--- src/rtl/bcr_pkg.sv ---
package bcr_pkg;

    typedef enum logic [1:0] {
        TERM_NONE   = 2'b00,
        TERM_NORMAL = 2'b01,
        TERM_RETRY  = 2'b10,
        TERM_ABORT  = 2'b11
    } term_e;

    typedef enum logic [2:0] {
        M_IDLE,
        M_ADDR,
        M_WAIT,
        M_DATA,
        M_ABORT
    } mst_e;

    localparam logic [3:0] CMD_MEM_WRITE = 4'b0111;

endpackage

--- src/rtl/bcr_window_decode.sv ---
module bcr_window_decode #(
    parameter int              AW        = 32,
    parameter logic [AW-1:0]   PRI_BASE  = 'h0000_0000,
    parameter logic [AW-1:0]   PRI_LIMIT = 'h3FFF_FFFF,
    parameter logic [AW-1:0]   SEC_BASE  = 'h8000_0000,
    parameter logic [AW-1:0]   SEC_LIMIT = 'h8FFF_FFFF
) (
    input  logic [AW-1:0] p_addr,
    input  logic [AW-1:0] s_addr,
    output logic [1:0]    hit
);

    logic p_in_sec;
    logic s_in_sec;
    logic s_in_pri;

    always_comb begin
        p_in_sec = (p_addr >= SEC_BASE) && (p_addr <= SEC_LIMIT);
        s_in_sec = (s_addr >= SEC_BASE) && (s_addr <= SEC_LIMIT);
        s_in_pri = (s_addr >= PRI_BASE) && (s_addr <= PRI_LIMIT);
        // lane 0: primary initiator, target must be behind the secondary port
        hit[0]   = p_in_sec;
        // lane 1: secondary initiator, target must be on the primary side
        hit[1]   = s_in_pri && !s_in_sec;
    end

endmodule

--- src/rtl/bcr_claim_slot.sv ---
module bcr_claim_slot
    import bcr_pkg::*;
#(
    parameter int AW = 32
) (
    input  logic          clk,
    input  logic          rst_n,
    input  logic          frame_n,
    input  logic [AW-1:0] addr,
    input  logic [3:0]    cmd,
    input  logic [3:0]    be,
    input  logic          devsel_in_n,
    input  logic          hit,
    input  logic          fwd_take,
    input  logic          fwd_done,
    input  logic          fwd_abort,
    output logic          devsel_n,
    output logic [1:0]    term,
    output logic          fwd_req,
    output logic [AW-1:0] ent_addr,
    output logic [3:0]    ent_cmd,
    output logic [3:0]    ent_be
);

    typedef struct packed {
        logic          prev_frame;
        logic          devsel_n;
        term_e         term;
        logic          valid;
        logic          post;
        logic          issued;
        logic          done;
        logic          abort;
        logic [AW-1:0] addr;
        logic [3:0]    cmd;
        logic [3:0]    be;
    } slot_t;

    slot_t s_d, s_q;
    logic  start;
    logic  same_req;

    always_comb begin
        s_d            = s_q;
        s_d.prev_frame = frame_n;
        s_d.devsel_n   = 1'b1;
        s_d.term       = TERM_NONE;

        start    = s_q.prev_frame && !frame_n;
        same_req = (addr == s_q.addr) && (cmd == s_q.cmd) && (be == s_q.be);

        if (fwd_take) begin
            s_d.issued = 1'b1;
        end
        if (fwd_done) begin
            s_d.done  = 1'b1;
            s_d.abort = fwd_abort;
            if (s_q.post) begin
                s_d.valid = 1'b0;
            end
        end

        if (start && hit && devsel_in_n) begin
            s_d.devsel_n = 1'b0;
            if (!s_q.valid) begin
                s_d.valid  = 1'b1;
                s_d.post   = (cmd == CMD_MEM_WRITE);
                s_d.issued = 1'b0;
                s_d.done   = 1'b0;
                s_d.abort  = 1'b0;
                s_d.addr   = addr;
                s_d.cmd    = cmd;
                s_d.be     = be;
                s_d.term   = (cmd == CMD_MEM_WRITE) ? TERM_NORMAL : TERM_RETRY;
            end else if (s_q.done && !s_q.post && same_req) begin
                s_d.term  = s_q.abort ? TERM_ABORT : TERM_NORMAL;
                s_d.valid = 1'b0;
            end else begin
                s_d.term = TERM_RETRY;
            end
        end
    end

    always_ff @(posedge clk or negedge rst_n) begin
        if (!rst_n) begin
            s_q            <= '0;
            s_q.prev_frame <= 1'b1;
            s_q.devsel_n   <= 1'b1;
        end else begin
            s_q <= s_d;
        end
    end

    assign devsel_n = s_q.devsel_n;
    assign term     = s_q.term;
    assign fwd_req  = s_q.valid && !s_q.issued;
    assign ent_addr = s_q.addr;
    assign ent_cmd  = s_q.cmd;
    assign ent_be   = s_q.be;

endmodule

--- src/rtl/bcr_fwd_master.sv ---
module bcr_fwd_master
    import bcr_pkg::*;
#(
    parameter int AW         = 32,
    parameter int ABORT_CLKS = 5
) (
    input  logic          clk,
    input  logic          rst_n,
    input  logic          fwd_req,
    input  logic [AW-1:0] req_addr,
    input  logic [3:0]    req_cmd,
    input  logic [3:0]    req_be,
    input  logic          devsel_in_n,
    output logic          fwd_take,
    output logic          fwd_done,
    output logic          fwd_abort,
    output logic          m_frame_n,
    output logic          m_irdy_n,
    output logic [AW-1:0] m_addr,
    output logic [3:0]    m_cmd,
    output logic [3:0]    m_be
);

    localparam int            CW        = $clog2(ABORT_CLKS + 1);
    localparam logic [CW-1:0] ABORT_CNT = CW'(ABORT_CLKS);

    typedef struct packed {
        mst_e          state;
        logic          frame_n;
        logic          irdy_n;
        logic [CW-1:0] cnt;
        logic [AW-1:0] addr;
        logic [3:0]    cmd;
        logic [3:0]    be;
    } mst_t;

    mst_t m_d, m_q;

    always_comb begin
        m_d      = m_q;
        fwd_take = (m_q.state == M_IDLE) && fwd_req;

        case (m_q.state)
            M_IDLE: begin
                if (fwd_take) begin
                    m_d.state   = M_ADDR;
                    m_d.frame_n = 1'b0;
                    m_d.addr    = req_addr;
                    m_d.cmd     = req_cmd;
                    m_d.be      = req_be;
                end
            end
            M_ADDR: begin
                m_d.state  = M_WAIT;
                m_d.irdy_n = 1'b0;
                m_d.cnt    = CW'(1);
            end
            M_WAIT: begin
                if (!devsel_in_n) begin
                    m_d.frame_n = 1'b1;
                    m_d.state   = M_DATA;
                end else if (m_q.cnt == ABORT_CNT) begin
                    m_d.frame_n = 1'b1;
                    m_d.state   = M_ABORT;
                end else begin
                    m_d.cnt = m_q.cnt + 1'b1;
                end
            end
            M_DATA: begin
                m_d.irdy_n = 1'b1;
                m_d.state  = M_IDLE;
            end
            M_ABORT: begin
                m_d.irdy_n = 1'b1;
                m_d.state  = M_IDLE;
            end
            default: begin
                m_d.state   = M_IDLE;
                m_d.frame_n = 1'b1;
                m_d.irdy_n  = 1'b1;
            end
        endcase
    end

    always_ff @(posedge clk or negedge rst_n) begin
        if (!rst_n) begin
            m_q         <= '0;
            m_q.state   <= M_IDLE;
            m_q.frame_n <= 1'b1;
            m_q.irdy_n  <= 1'b1;
        end else begin
            m_q <= m_d;
        end
    end

    assign fwd_done  = (m_q.state == M_DATA) || (m_q.state == M_ABORT);
    assign fwd_abort = (m_q.state == M_ABORT);
    assign m_frame_n = m_q.frame_n;
    assign m_irdy_n  = m_q.irdy_n;
    assign m_addr    = m_q.addr;
    assign m_cmd     = m_q.cmd;
    assign m_be      = m_q.be;

endmodule

--- src/rtl/bcr_claim_ctrl.sv ---
module bcr_claim_ctrl #(
    parameter int              AW         = 32,
    parameter int              ABORT_CLKS = 5,
    parameter logic [AW-1:0]   PRI_BASE   = 'h0000_0000,
    parameter logic [AW-1:0]   PRI_LIMIT  = 'h3FFF_FFFF,
    parameter logic [AW-1:0]   SEC_BASE   = 'h8000_0000,
    parameter logic [AW-1:0]   SEC_LIMIT  = 'h8FFF_FFFF
) (
    input  logic          clk,
    input  logic          rst_n,
    input  logic          p_frame_n,
    input  logic [AW-1:0] p_addr,
    input  logic [3:0]    p_cmd,
    input  logic [3:0]    p_be,
    input  logic          p_devsel_in_n,
    output logic          p_devsel_n,
    output logic [1:0]    p_term,
    output logic          p_m_frame_n,
    output logic          p_m_irdy_n,
    output logic [AW-1:0] p_m_addr,
    output logic [3:0]    p_m_cmd,
    output logic [3:0]    p_m_be,
    input  logic          s_frame_n,
    input  logic [AW-1:0] s_addr,
    input  logic [3:0]    s_cmd,
    input  logic [3:0]    s_be,
    input  logic          s_devsel_in_n,
    output logic          s_devsel_n,
    output logic [1:0]    s_term,
    output logic          s_m_frame_n,
    output logic          s_m_irdy_n,
    output logic [AW-1:0] s_m_addr,
    output logic [3:0]    s_m_cmd,
    output logic [3:0]    s_m_be
);

    localparam int LANES = 2;

    // index g: lane whose initiator sits on port g (0 = primary, 1 = secondary);
    // the lane's master drives the opposite port
    logic [LANES-1:0] frame_n_w, devsel_in_w, devsel_w, hit_w;
    logic [LANES-1:0] req_w, take_w, done_w, abort_w, mfr_w, mir_w;
    logic [AW-1:0]    addr_w [LANES];
    logic [AW-1:0]    eaddr_w[LANES];
    logic [AW-1:0]    maddr_w[LANES];
    logic [3:0]       cmd_w  [LANES];
    logic [3:0]       be_w   [LANES];
    logic [3:0]       ecmd_w [LANES];
    logic [3:0]       ebe_w  [LANES];
    logic [3:0]       mcmd_w [LANES];
    logic [3:0]       mbe_w  [LANES];
    logic [1:0]       term_w [LANES];

    assign frame_n_w   = {s_frame_n, p_frame_n};
    assign devsel_in_w = {s_devsel_in_n, p_devsel_in_n};
    assign addr_w[0]   = p_addr;
    assign addr_w[1]   = s_addr;
    assign cmd_w[0]    = p_cmd;
    assign cmd_w[1]    = s_cmd;
    assign be_w[0]     = p_be;
    assign be_w[1]     = s_be;

    bcr_window_decode #(
        .AW(AW), .PRI_BASE(PRI_BASE), .PRI_LIMIT(PRI_LIMIT),
        .SEC_BASE(SEC_BASE), .SEC_LIMIT(SEC_LIMIT)
    ) u_decode (
        .p_addr (p_addr),
        .s_addr (s_addr),
        .hit    (hit_w)
    );

    for (genvar g = 0; g < LANES; g++) begin : g_lane
        localparam int FAR = LANES - 1 - g;

        bcr_claim_slot #(.AW(AW)) u_slot (
            .clk         (clk),
            .rst_n       (rst_n),
            .frame_n     (frame_n_w[g]),
            .addr        (addr_w[g]),
            .cmd         (cmd_w[g]),
            .be          (be_w[g]),
            .devsel_in_n (devsel_in_w[g]),
            .hit         (hit_w[g]),
            .fwd_take    (take_w[g]),
            .fwd_done    (done_w[g]),
            .fwd_abort   (abort_w[g]),
            .devsel_n    (devsel_w[g]),
            .term        (term_w[g]),
            .fwd_req     (req_w[g]),
            .ent_addr    (eaddr_w[g]),
            .ent_cmd     (ecmd_w[g]),
            .ent_be      (ebe_w[g])
        );

        bcr_fwd_master #(.AW(AW), .ABORT_CLKS(ABORT_CLKS)) u_mst (
            .clk         (clk),
            .rst_n       (rst_n),
            .fwd_req     (req_w[g]),
            .req_addr    (eaddr_w[g]),
            .req_cmd     (ecmd_w[g]),
            .req_be      (ebe_w[g]),
            .devsel_in_n (devsel_in_w[FAR]),
            .fwd_take    (take_w[g]),
            .fwd_done    (done_w[g]),
            .fwd_abort   (abort_w[g]),
            .m_frame_n   (mfr_w[g]),
            .m_irdy_n    (mir_w[g]),
            .m_addr      (maddr_w[g]),
            .m_cmd       (mcmd_w[g]),
            .m_be        (mbe_w[g])
        );
    end

    assign p_devsel_n  = devsel_w[0];
    assign p_term      = term_w[0];
    assign s_devsel_n  = devsel_w[1];
    assign s_term      = term_w[1];

    assign s_m_frame_n = mfr_w[0];
    assign s_m_irdy_n  = mir_w[0];
    assign s_m_addr    = maddr_w[0];
    assign s_m_cmd     = mcmd_w[0];
    assign s_m_be      = mbe_w[0];
    assign p_m_frame_n = mfr_w[1];
    assign p_m_irdy_n  = mir_w[1];
    assign p_m_addr    = maddr_w[1];
    assign p_m_cmd     = mcmd_w[1];
    assign p_m_be      = mbe_w[1];

endmodule

--- config.mk ---
export PLATFORM = sky130hd
export DESIGN_NAME = bcr_claim_ctrl
export DESIGN_NICKNAME = d
export VERILOG_FILES = /design/src/rtl/bcr_pkg.sv /design/src/rtl/bcr_window_decode.sv /design/src/rtl/bcr_claim_slot.sv /design/src/rtl/bcr_fwd_master.sv /design/src/rtl/bcr_claim_ctrl.sv
export SDC_FILE = /design/constraint.sdc
export NUM_CORES = 1
export LEC_CHECK = 0
export BUFFER_PORTS_ARGS = -buffer_cell sky130_fd_sc_hd__buf_2
export CORE_UTILIZATION = 55
export DETAILED_ROUTE_END_ITERATION = 10
export PLACE_DENSITY = 0.84
export REMOVE_ABC_BUFFERS = 1
export SYNTH_ARGS = -nofsm -noshare
export SYNTH_HDL_FRONTEND = slang
export SYNTH_SLANG_ARGS = --single-unit
export TNS_END_PERCENT = 20
--- constraint.sdc ---
create_clock -name clk -period 2.15 [get_ports clk]
set_clock_uncertainty 0.1 [all_clocks]
set_input_delay 0.3225 -clock clk [delete_from_list [all_inputs] [get_ports clk]]
set_output_delay 0.3225 -clock clk [all_outputs]
set_load 0.02 [all_outputs]
==> flow_metrics.env <==
export IMPL_run_status="finished clean"
export IMPL_grt_first_pass_wirelength_mm=27.52
export IMPL_hold_path_startpoint="p_addr[12]"
export IMPL_critPathTopFamily="simple AND/OR/NAND/NOR gates"
export IMPL_maxSlewHeadroom_pct=68.70
export IMPL_core_rowCount=46
export IMPL_r2r_start="g_lane[0].u_slot.ent_addr[15]"
export IMPL_worstSkewPairLatency_ns=0.43
export IMPL_report_final_setup_viol=0
export IMPL_synth_area_mm2=0.008967
export IMPL_timing_critical_path_required_ns=2.37
export IMPL_numCtsBuffers=17
export IMPL_fill_cells=1218
export IMPL_ctsRootBufferMaster="sky130_fd_sc_hd__clkbuf_16"
export IMPL_setup_worst_path_start_class="register"
export IMPL_post_synth_num_cell_types=44
export IMPL_hold_path_cell_count=3
export IMPL_drt_first_iter_violations=250
export IMPL_finalWorstSetupSlack_ns=0.02550
export IMPL_netlist_area_leader_share_pct=51.90
export IMPL_place_gp_congestion=0.7706
export IMPL_critPathKind="reg -> reg"
export IMPL_synth_cells_most_frequent="sky130_fd_sc_hd__dfrtp_1 (186), sky130_fd_sc_hd__mux2_2 (147), sky130_fd_sc_hd__buf_4 (91), sky130_fd_sc_hd__xor2_1 (68), sky130_fd_sc_hd__nand2_1 (20)"
export IMPL_area_sequential_mm2=0.004865
export IMPL_slew_violations=0
export IMPL_final_min_period_over_clock_period_pct=98.81
export IMPL_antenna_found_initial=0
export IMPL_numPortBuffers=175
export IMPL_floorplan_die_width_um=129.7
export IMPL_irDropWorstVdd_mv=0.7833
export IMPL_dominantRegCellSynth="sky130_fd_sc_hd__dfrtp_1"
export IMPL_path_clk_slew_ns=0.07
export IMPL_grt_max_degree=56
export IMPL_drt_pass1_iter_count=4
export IMPL_max_cap_violations=0
export IMPL_seq_area_frac_synth_pct=54.25
export IMPL_wl_mm=16.82
export IMPL_power_density_cell_area_mw_per_mm2=1216
export IMPL_timing_critical_path_cells="xor2_1, nor4_1, buf_4, nand4_1, or4_4, o211a_1"
export IMPL_max_clock_path_buffers=2
export IMPL_timing_hold_ws_ns=0.03348
export IMPL_critical_path_slowest_cell="sky130_fd_sc_hd__or4_4"
export IMPL_finalHoldViolations=0
export IMPL_worstPathBufferInverterCount=1
export IMPL_fp_dieArea_mm2=0.01682
export IMPL_path_class_of_the_lowest_slack_min_delay_path="in -> reg"
export IMPL_cts_tree="done"
export IMPL_clock_sink_count=194
export IMPL_layout_drive_gt1_share_pct=48.18
export IMPL_async_flop_share_pct=100.0
export IMPL_areaGrowthSynthToFinish_pct=14.98
export IMPL_number_of_warnings_printed_during_yosys_synthesis=0
export IMPL_ff2ff_setup_slack_ns=0.03
export IMPL_critical_path_arrival_ns=2.34
export IMPL_post_drt_via_cell_ratio=5.213
export IMPL_avgRoutedWirePerCell_um=16.17
export IMPL_cts_htree_levels=4
export IMPL_dp_hpwl_mm=12.19
export IMPL_final_net_count=901
export IMPL_synthesized_flop_and_latch_total=194
export IMPL_core_mm2=0.01589
export IMPL_post_place_ws_ns=-0.08923
export IMPL_overflow_left_after_global_routing=0
export IMPL_synth_edf_count=0
export IMPL_die_h_um=129.7
export IMPL_globalRouteTotalUtil_pct=21.26
export IMPL_n_antenna_cell=0
export IMPL_worst_slew_pin_slew_ns=0.4696
export IMPL_initial_utilization_pct=56.45
export IMPL_cp_slowest_stage_delay_ns=0.54
export IMPL_critical_path_reg2reg_endpoint="g_lane[0].u_slot.term[1]"
export IMPL_fmax_achieved_ghz=0.4707
export IMPL_drc=0
export IMPL_period_needed_ns=2.124
export IMPL_yosys_cell_count_top_type="sky130_fd_sc_hd__dfrtp_1"
export IMPL_multi_input_comb_area_mm2=0.003313
export IMPL_io_pins=176
export IMPL_dr_total_vias=5422
export IMPL_crit_fanout=3
export IMPL_setup_repair_after_global_routing_missed_its_margin="true"
export IMPL_worst_setup_path_end_kind="register"
export IMPL_synthTopCellsByArea="sky130_fd_sc_hd__dfrtp_1 (52%), sky130_fd_sc_hd__mux2_2 (18%), sky130_fd_sc_hd__buf_4 (7.6%), sky130_fd_sc_hd__xor2_1 (6.6%), sky130_fd_sc_hd__dfstp_2 (2.3%)"
export IMPL_route_antenna_remaining_nets=0
export IMPL_postSynthCellCount=693
export IMPL_static_leakage_power_uw=0.005229
export IMPL_vias_in_the_first_global_route=5605
export IMPL_avgSynthCellArea_um2=12.94
export IMPL_cell_accounting_for_the_most_synthesized_area="sky130_fd_sc_hd__dfrtp_1"
export IMPL_worstRegToRegCells=6
export IMPL_worstHoldEndpoint="g_lane[0].u_slot.ent_addr[12]"
==> layout make-up <==
class	instances	share of cell area [%]
clock buffer	23	4.635
tap	216	2.621
timing repair buffer	204	11.77
clock inverter	9	1.007
inverter	18	0.6553
multi-input combinational	376	32.13
sequential	194	47.18
==> sequential cells by signal, indices dropped and copies added, names as in the netlist, 8 cells and up <==
register / cells
g_lane.u_slot.ent_cmd: 8
g_lane.u_slot.ent_addr: 64
g_lane.u_slot.ent_be: 8
g_lane.u_mst.m_addr: 64
g_lane.u_mst.m_q: 12
g_lane.u_slot.s_q: 12
g_lane.u_mst.m_be: 8
g_lane.u_mst.m_cmd: 8
==> power by group <==
part / switching, µW / internal, µW / leakage, µW
logic: 2000 / 1800 / 0.00244
registers: 819 / 4800 / 0.00250
clock network: 1320 / 1800 / 0.000283
==> through the flow <==
| step | instance area, µm² | cells | util (%) | TNS, ns | power, µW |
|---|---|---|---|---|---|
| after floorplan | 8222 | 588 | - | -82.56 | 8101 |
| after global placement | 9658 | 1002 | 60.80 | -0.05177 | 9311 |
| after detailed placement | 9658 | 1002 | 60.80 | -0.1528 | 9484 |
| after CTS | 10290 | 1039 | 64.78 | -0.02082 | 12650 |
| after global routing | 10310 | 1040 | 64.91 | -0.07440 | 13250 |
| final | 10310 | 1040 | 64.91 | 0 | 12540 |
==> worst max path at each step <==
stage,from,to,slack [ns],cells after the start
after floorplan,g_lane[1].u_mst.m_q[47],g_lane[1].u_mst.m_addr[0],-1.39,2
after global placement,p_addr[31],g_lane[0].u_slot.term[1],-0.05,7
after detailed placement,p_addr[31],g_lane[0].u_slot.term[1],-0.09,7
after CTS,g_lane[0].u_slot.ent_addr[4],g_lane[0].u_slot.term[1],-0.02,6
after global routing,g_lane[0].u_slot.ent_addr[15],g_lane[0].u_slot.term[1],-0.03,6
final,g_lane[0].u_slot.ent_addr[15],g_lane[0].u_slot.term[1],0.03,6
==> layer usage <==
metal / global-route usage (%) / vias up / share of wire (%)
li1: - / 2541 / -
met1: 25.70 / 2716 / 43
met2: 35.80 / 147 / 48
met3: 7.626 / 18 / 7.2
met4: 6.293 / 0 / 1.3
met5: 0 / - / 0
==> what timing repair did <==
action,4_1_cts,5_1_grt
pin swaps,5,6
setup endpoints to repair,3,47
resized for setup,1,3
setup buffers,2,1
hold endpoints to repair,48,0
hold buffers,3,0
==> worst reg2reg max path, delay by kind of cell (launching register included) <==
family / cells / cell delay, ns
AND/OR/NAND/NOR: 3 / 0.97
XOR/XNOR: 1 / 0.15
buffers and inverters: 1 / 0.17
flip-flops: 1 / 0.40
AO/OA/AOI/OAI: 1 / 0.22
==> placed cells by master, fill, tap and decap left out, drive strengths merged, types with 6 or more instances in the layout <==
master | netlist | routed
buf | 99 | 200
dfrtp | 186 | 186
mux2 | 152 | 152
xor2 | 68 | 68
clkbuf | 6 | 24
nand2 | 20 | 20
inv | 18 | 19
nor4 | 19 | 19
nor2 | 16 | 16
a21oi | 15 | 15
o21ai | 13 | 13
xnor2 | 11 | 11
dfstp | 8 | 8
nand4 | 7 | 7
nand3 | 6 | 6
==> cell families after synthesis <==
family	synth area share [%]
flip-flops	54.25
multiplexers	19.20
buffers and inverters	9.069
AND/OR/NAND/NOR	5.958
XOR/XNOR	7.716
AO/OA/AOI/OAI	3.251
adder cells (fa/ha/maj)	0.5581
No activity file was read; power rests on OpenSTA's default activity.
